[src/rtl/secfg_pkg.sv]
package secfg_pkg;

    typedef enum logic {
        LD_IDLE = 1'b0,
        LD_RUN  = 1'b1
    } ld_state_e;

    typedef enum logic [2:0] {
        SL_CMD,
        SL_ADDR,
        SL_PROBE,
        SL_DATA,
        SL_GAP
    } slot_e;

    localparam int unsigned CMD_BITS  = 3;
    localparam logic [CMD_BITS-1:0] READ_CMD = 3'b110;
    localparam int unsigned HALF_BITS = 16;

    typedef struct packed {
        logic [HALF_BITS-1:0] hi;
        logic [HALF_BITS-1:0] lo;
    } reg_word_t;

    function automatic int unsigned slots_per_read(input int unsigned aw);
        return CMD_BITS + aw + 1 + HALF_BITS + 1;
    endfunction

    function automatic slot_e classify(input int unsigned k, input int unsigned aw);
        if (k < CMD_BITS)                        return SL_CMD;
        else if (k < CMD_BITS + aw)              return SL_ADDR;
        else if (k == CMD_BITS + aw)             return SL_PROBE;
        else if (k <= CMD_BITS + aw + HALF_BITS) return SL_DATA;
        else                                     return SL_GAP;
    endfunction

endpackage

[src/rtl/secfg_clkdiv.sv]
module secfg_clkdiv #(
    parameter int unsigned DIV = 132
) (
    input  logic clk,
    input  logic rst,
    input  logic run,
    output logic sk_hi,
    output logic smp_tick,
    output logic end_tick
);
    localparam int unsigned PH_W = (DIV > 2) ? $clog2(DIV) : 1;
    localparam logic [PH_W-1:0] PH_HALF = PH_W'(DIV / 2);
    localparam logic [PH_W-1:0] PH_LAST = PH_W'(DIV - 1);

    logic [PH_W-1:0] ph;

    always_ff @(posedge clk) begin
        if (rst || !run)        ph <= '0;
        else if (ph == PH_LAST) ph <= '0;
        else                    ph <= ph + 1'b1;
    end

    assign sk_hi    = run && (ph >= PH_HALF);
    assign smp_tick = run && (ph == PH_HALF);
    assign end_tick = run && (ph == PH_LAST);

    AST_SK_LOW_AFTER_WRAP: assert property (@(posedge clk) disable iff (rst)
        end_tick |=> !sk_hi);

endmodule

[src/rtl/secfg_reload_q.sv]
module secfg_reload_q (
    input  logic clk,
    input  logic rst,
    input  logic req,
    input  logic take,
    output logic pend
);
    always_ff @(posedge clk) begin
        if (rst)       pend <= 1'b1;
        else if (take) pend <= req;
        else           pend <= pend | req;
    end

    AST_REQ_KEPT: assert property (@(posedge clk) disable iff (rst)
        (req && !take) |=> pend);

endmodule

[src/rtl/secfg_asm.sv]
module secfg_asm
    import secfg_pkg::*;
#(
    parameter int unsigned IW = 6,
    parameter int unsigned WW = 7
) (
    input  logic          clk,
    input  logic          rst,
    input  logic          shift_en,
    input  logic          din,
    input  logic          word_end,
    input  logic          chk33,
    input  logic [WW-1:0] word_idx,
    output logic          sh_lsb,
    output logic          is_blank,
    output logic          wr_en,
    output logic [IW-1:0] wr_idx,
    output logic [31:0]   wr_data
);
    logic [HALF_BITS-1:0] sh;
    logic [HALF_BITS-1:0] hi;
    reg_word_t            hold;
    reg_word_t            cur;

    assign cur      = '{hi: hi, lo: sh};
    assign sh_lsb   = sh[0];
    assign is_blank = (hold == '1) && sh[0];

    always_ff @(posedge clk) begin
        if (rst) begin
            sh      <= '0;
            hi      <= '0;
            hold    <= '0;
            wr_en   <= 1'b0;
            wr_idx  <= '0;
            wr_data <= '0;
        end else begin
            wr_en <= 1'b0;
            if (shift_en) sh <= {sh[HALF_BITS-2:0], din};
            if (word_end) begin
                if (!word_idx[0]) begin
                    hi <= sh;
                end else if (word_idx == WW'(1)) begin
                    hold <= cur;
                end else begin
                    wr_en   <= 1'b1;
                    wr_idx  <= IW'(word_idx >> 1);
                    wr_data <= cur;
                end
            end
            if (chk33 && !is_blank) begin
                wr_en   <= 1'b1;
                wr_idx  <= '0;
                wr_data <= hold;
            end
        end
    end

    AST_STROBE_PULSE: assert property (@(posedge clk) disable iff (rst)
        wr_en |=> !wr_en);

endmodule

[src/rtl/secfg_loader.sv]
module secfg_loader
    import secfg_pkg::*;
#(
    parameter int unsigned DIV  = 132,
    parameter int unsigned AW   = 8,
    parameter int unsigned NREG = 34
) (
    input  logic                                clk,
    input  logic                                rst,
    input  logic                                reload_req,
    input  logic                                ee_di,
    output logic                                ee_cs,
    output logic                                ee_sk,
    output logic                                ee_do,
    output logic                                cfg_wr_en,
    output logic [((NREG>1)?$clog2(NREG):1)-1:0] cfg_wr_idx,
    output logic [31:0]                         cfg_wr_data,
    output logic                                busy,
    output logic                                cfg_valid
);
    localparam int unsigned IW      = (NREG > 1) ? $clog2(NREG) : 1;
    localparam int unsigned WW      = $clog2(2 * NREG);
    localparam int unsigned NSLOT   = slots_per_read(AW);
    localparam int unsigned K_W     = $clog2(NSLOT);
    localparam int          CB      = CMD_BITS;
    localparam logic [K_W-1:0] K_PROBE = K_W'(CMD_BITS + AW);
    localparam logic [K_W-1:0] K_DATA0 = K_W'(CMD_BITS + AW + 1);
    localparam logic [K_W-1:0] K_DLAST = K_W'(CMD_BITS + AW + HALF_BITS);
    localparam logic [K_W-1:0] K_GAP   = K_W'(NSLOT - 1);
    localparam logic [WW-1:0]  W_LAST  = WW'(2 * NREG - 1);

    ld_state_e      st;
    logic [K_W-1:0] k;
    logic [WW-1:0]  w;
    logic           valid_q;
    logic           run, start, pend;
    logic           sk_hi, smp_tick, end_tick;
    logic           shift_en, word_end, chk33;
    logic           sh_lsb, is_blank, absent_hit, blank_hit;
    logic [AW-1:0]  ee_addr;
    slot_e          kind;
    logic           do_bit;

    assign run   = (st == LD_RUN);
    assign start = (st == LD_IDLE) && pend;

    secfg_clkdiv #(.DIV(DIV)) clkdiv_i (
        .clk(clk), .rst(rst), .run(run),
        .sk_hi(sk_hi), .smp_tick(smp_tick), .end_tick(end_tick)
    );

    secfg_reload_q reload_q_i (
        .clk(clk), .rst(rst), .req(reload_req), .take(start), .pend(pend)
    );

    always_comb begin
        int kk;
        kk     = int'(k);
        kind   = classify(kk, AW);
        do_bit = 1'b0;
        if (kind == SL_CMD)       do_bit = READ_CMD[CB-1-kk];
        else if (kind == SL_ADDR) do_bit = ee_addr[AW-1-(kk-CB)];
    end

    assign ee_addr    = AW'(w);
    assign shift_en   = smp_tick && ((kind == SL_PROBE) || (kind == SL_DATA));
    assign word_end   = end_tick && (k == K_DLAST);
    assign chk33      = end_tick && (k == K_DATA0) && (w == WW'(2));
    assign absent_hit = end_tick && (k == K_PROBE) && (w == '0) && sh_lsb;
    assign blank_hit  = chk33 && is_blank;

    secfg_asm #(.IW(IW), .WW(WW)) asm_i (
        .clk(clk), .rst(rst), .shift_en(shift_en), .din(ee_di),
        .word_end(word_end), .chk33(chk33), .word_idx(w),
        .sh_lsb(sh_lsb), .is_blank(is_blank),
        .wr_en(cfg_wr_en), .wr_idx(cfg_wr_idx), .wr_data(cfg_wr_data)
    );

    always_ff @(posedge clk) begin
        if (rst) begin
            st      <= LD_IDLE;
            k       <= '0;
            w       <= '0;
            valid_q <= 1'b0;
        end else if (start) begin
            st      <= LD_RUN;
            k       <= '0;
            w       <= '0;
            valid_q <= 1'b0;
        end else if (run && end_tick) begin
            if (absent_hit || blank_hit) begin
                st <= LD_IDLE;
            end else if (k == K_GAP) begin
                if (w == W_LAST) begin
                    st <= LD_IDLE;
                end else begin
                    w <= w + 1'b1;
                    k <= '0;
                end
            end else begin
                k <= k + 1'b1;
            end
            if (chk33 && !is_blank) valid_q <= 1'b1;
        end
    end

    assign ee_cs     = run && (kind != SL_GAP);
    assign ee_sk     = sk_hi && (kind != SL_GAP);
    assign ee_do     = run && do_bit;
    assign busy      = run;
    assign cfg_valid = valid_q;

    AST_WR_IN_LOAD: assert property (@(posedge clk) disable iff (rst)
        cfg_wr_en |-> busy);
    AST_WR_NEEDS_VALID: assert property (@(posedge clk) disable iff (rst)
        cfg_wr_en |-> cfg_valid);
    AST_WR_IDX_RANGE: assert property (@(posedge clk) disable iff (rst)
        cfg_wr_en |-> (int'(cfg_wr_idx) < NREG));
    AST_LINES_QUIET: assert property (@(posedge clk) disable iff (rst)
        !busy |-> (!ee_cs && !ee_sk && !ee_do));
    AST_VALID_CLEARED: assert property (@(posedge clk) disable iff (rst)
        $rose(busy) |-> !cfg_valid);

endmodule

[config.mk]
export PLATFORM = sky130hd
export DESIGN_NAME = secfg_loader
export DESIGN_NICKNAME = d
export VERILOG_FILES = /design/src/rtl/secfg_pkg.sv /design/src/rtl/secfg_clkdiv.sv /design/src/rtl/secfg_reload_q.sv /design/src/rtl/secfg_asm.sv /design/src/rtl/secfg_loader.sv
export SDC_FILE = /design/constraint.sdc
export NUM_CORES = 1
export LEC_CHECK = 0
export ABC_AREA = 1
export CAP_MARGIN = 20
export CORE_MARGIN = 4
export CORE_UTILIZATION = 52
export DETAILED_ROUTE_END_ITERATION = 10
export GPL_TIMING_DRIVEN = 0
export PLACE_DENSITY_LB_ADDON = 0.25
export RECOVER_POWER = 25
export SLEW_MARGIN = 0
export SYNTH_ARGS = -nofsm -noshare
export SYNTH_HDL_FRONTEND = slang
export SYNTH_SLANG_ARGS = --single-unit
[constraint.sdc]
create_clock -name clk -period 1.8 [get_ports clk]
set_input_delay 0.18 -clock clk [delete_from_list [all_inputs] [get_ports clk]]
set_output_delay 0.18 -clock clk [all_outputs]
set_load 0.05 [all_outputs]
==> flow_summary.yaml <==
timing:
  setup_viol: 110
  finalCriticalPeriod_ns: 2.29
  worst_slack_ns: -0.495
  fin_skew_ns: 0.00703
  drv_slew: 0
  hold_viol: 0
  fmax_mhz: 436
  rsz0062_at_grt: "yes"
  relSlewSlack: 0.375
  hold_slack_ns: 0.0109
  tightest_slew_ns: 0.938
  fin_crit_sh: 1.27
logic_synthesis:
  ys_warn_count: 0
  synth_area_um2: 5580
  synthCells: 756
  synth.area.top_cells: "dfxtp_1 45%, a21oi_1 10%, nand2_1 9.4%"
  synthesis.nets: 768
  syn_area_per_cell_um2: 7.37
  seq_area_frac_synth: 0.452
  netlist.area_leader.share: 0.452
  post_synth_num_cell_types: 37
  synth_top_cell_by_area: "dfxtp_1"
  ys_seq_elements: 126
placement:
  dp_hpwl_mm: 10.5
  io_buffers: 46
  post-place-cells: 938
  globalplace.congestion: 0.898
drt:
  routed_wl_mm: 18.7
  vias: 6027
  drt_iter0_drc: 523
  vias_per_cell: 5.94
  remaining_drc_errors: 0
  drtPass1Iterations: 8
  wl_per_cell_um: 18.5
  ant_nets: 0
worst_setup_path:
  critical_path.max_stage_delay_ns: 0.38
  path_cells: "clkinv_4 > ha_4 > o21ai_1 > o2111ai_1 > nand3_1 > nand2_1 > nand2_2 > nor2_4 > buf_8"
  path_max_fanout: 7
  critPathArrivalTime_ns: 2.11
  cp_slowest_cell: "dfxtp_4"
  crit_type: "reg -> out"
  endpoint_kind: "output pin"
  critPathLaunchType: "register"
  cp_data_required_time_ns: 1.62
clock_tree:
  cts_num_sinks: 126
  ctsLongestPathBuffers: 2
  htreeDepth: 4
  cts_buffers: 17
  cts_tree: "built"
  path_clk_slew_ns: 0.06
  cts_root_buffer: "clkbuf_8"
  clkLatencyLatePin_ns: 0.53
  cts_hold_buf: 0
floorplanning:
  core-area_um2: 10400
  die_w_um: 112
  die_height_um: 112
  dieArea_um2: 12400
  pin_count: 48
  std_cell_rows: 37
  start_util: 0.538
final_layout:
  drive_above_1_share: 0.289
  multiInputGateArea_um2: 3180
  nFillCells: 662
  fin_nets: 878
  stdcell_count: 1015
  diodes: 0
  synthToLayoutAreaGrowth_pct: 42.5
  register_area_um2: 2550
global_route:
  grt_use_total: 0.263
  grt_start_max_net_pins: 17
  overflow: 0
  antenna_found_initial: 0
  grt_pass1_wl_mm: 26.5
  grt_pass1_vias: 5530
power_and_ir_drop:
  powerDensity_nw_per_um2: 800
  power_switching_uw: 1420
  seq_power_share: 0.440
  combPwrFrac: 0.026
  p_leak_uw: 0.00323
  swShare: 0.223
  max-vdd-ir-drop_v: 0.000629
  power.internal_uw: 4940
  clock_power_share: 0.534
min_path:
  hold_path_class: "in -> reg"
flow_run:
  maxCapViolCount: 0
run_status:
  violations: "negative setup slack"
  status: "finished with violations"
==> state kept, by name, indices dropped and copies added, names as in the netlist <==
register         cells
clkdiv_i.ph          8
asm_i.wr_idx         6
cfg_valid            1
asm_i.wr_data       32
w                    7
k                    5
asm_i.hi            16
asm_i.wr_en          1
asm_i.sh            16
busy                 1
asm_i.hold          32
reload_q_i.pend      1
==> critical path, delay by kind of cell (launching register included) <==
kind	cells	cell delay, ns
compound gates	2	0.29
fa+ha+maj	1	0.31
buf+inv	2	0.21
flops	1	0.38
simple gates	4	0.39
==> metal layers <==
layer / routed length, um / up-vias / track usage / share of wire
met5: 0 / - / 0 / 0
met4: 1140 / 0 / 0.118 / 0.061
met3: 1570 / 123 / 0.0717 / 0.084
met2: 9300 / 353 / 0.453 / 0.50
met1: 6720 / 2817 / 0.307 / 0.36
li1: - / 2734 / - / -
==> cells in the final DEF (no fill, tap or decap), types with 13 or more instances in the layout <==
master / instances
a21oi_1: 100
a21oi_2: 16
buf_4: 29
buf_6: 28
clkbuf_16: 18
dfxtp_1: 114
dlygate4sd2_1: 41
inv_1: 54
nand2_1: 114
nand2_2: 21
nand3_1: 32
nor2_1: 44
o21ai_0: 46
o21ai_1: 13
o21ai_2: 14
or2_0: 16
==> path summary, 6_finish.rpt <==
kind,start,end,slack (ns),depth (start not counted)
hold / removal,rst,asm_i.wr_data[9],0.01,2
setup reg to reg,w[4],asm_i.wr_data[27],-0.35,10
setup / recovery,k[0],ee_do,-0.49,9
hold reg to reg,clkdiv_i.ph[0],clkdiv_i.ph[0],0.45,1
==> kinds of logic (layout without fill, tap and decap cells) <==
logic type	count (synthesis)	in the layout	synth area share
AND/OR/NAND/NOR	314	315	0.263
AO/OA/AOI/OAI	202	202	0.185
flip-flops	126	126	0.452
adder cells (fa/ha/maj)	8	8	0.0180
XOR/XNOR	1	1	0.00157
buffers and inverters	105	227	0.0797
==> cells in the mapped netlist <==
master	count
a211oi_1	1
o31ai_1	1
nor2_4	2
clkbuf_1	16
clkbuf_2	3
o21ai_0	78
nand4_2	2
buf_4	2
nand2_2	1
o21ai_1	1
o21a_1	1
nand3_1	45
nand2_1	139
nand4_1	11
or2_2	6
nor2_1	60
ha_1	8
nand2_4	2
or2_0	16
inv_2	4
buf_1	1
inv_1	61
xor2_1	1
a21oi_1	116
o2111ai_1	2
buf_2	13
nand3b_1	4
nor2_2	2
or2_1	11
dfxtp_1	126
nor3_1	7
nand3_2	2
nor3_4	2
a22oi_1	2
clkinv_1	2
buf_6	3
nor3b_1	2
==> cell type report <==
class                      instances  area share
clock buffer                      17      0.0521
timing repair buffer              91       0.109
sequential                       126       0.321
multi-input combinational        526       0.400
buffer                            37      0.0410
inverter                          67      0.0345
clock inverter                    15      0.0214
tap                              136      0.0214
==> stage by stage <==
step | setup TNS, ns | utilization | power, uW | setup slack (ns) | instance area, um^2
after global routing | -28.78 | 0.766 | 6520 | -0.610 | 7940
after detailed placement | -25.44 | 0.602 | 2990 | -0.828 | 6250
after floorplan | -0.319 | - | 2950 | -0.0146 | 5620
final | -20.99 | 0.766 | 6360 | -0.495 | 7940
after global placement | -20.48 | 0.602 | 2990 | -0.713 | 6250
after CTS | -5.59 | 0.711 | 6330 | -0.392 | 7370
==> power by group through the flow <==
stage | clock (uW) | combinational (uW) | sequential, uW
after detailed placement | 0 | 128 | 2860
after floorplan | 0 | 82.2 | 2870
final | 3400 | 165 | 2800
after global placement | 0 | 126 | 2860
after CTS | 3400 | 132 | 2800
after global routing | 3550 | 176 | 2800
==> what timing repair did <==
action,CTS,global route
gates resized for setup,190,131
pin swaps,22,19
cloned,7,2
hold endpoints to repair,0,0
setup buffers,18,20
endpoints found under the setup margin,154,114
(Power assumes the default switching activity.)
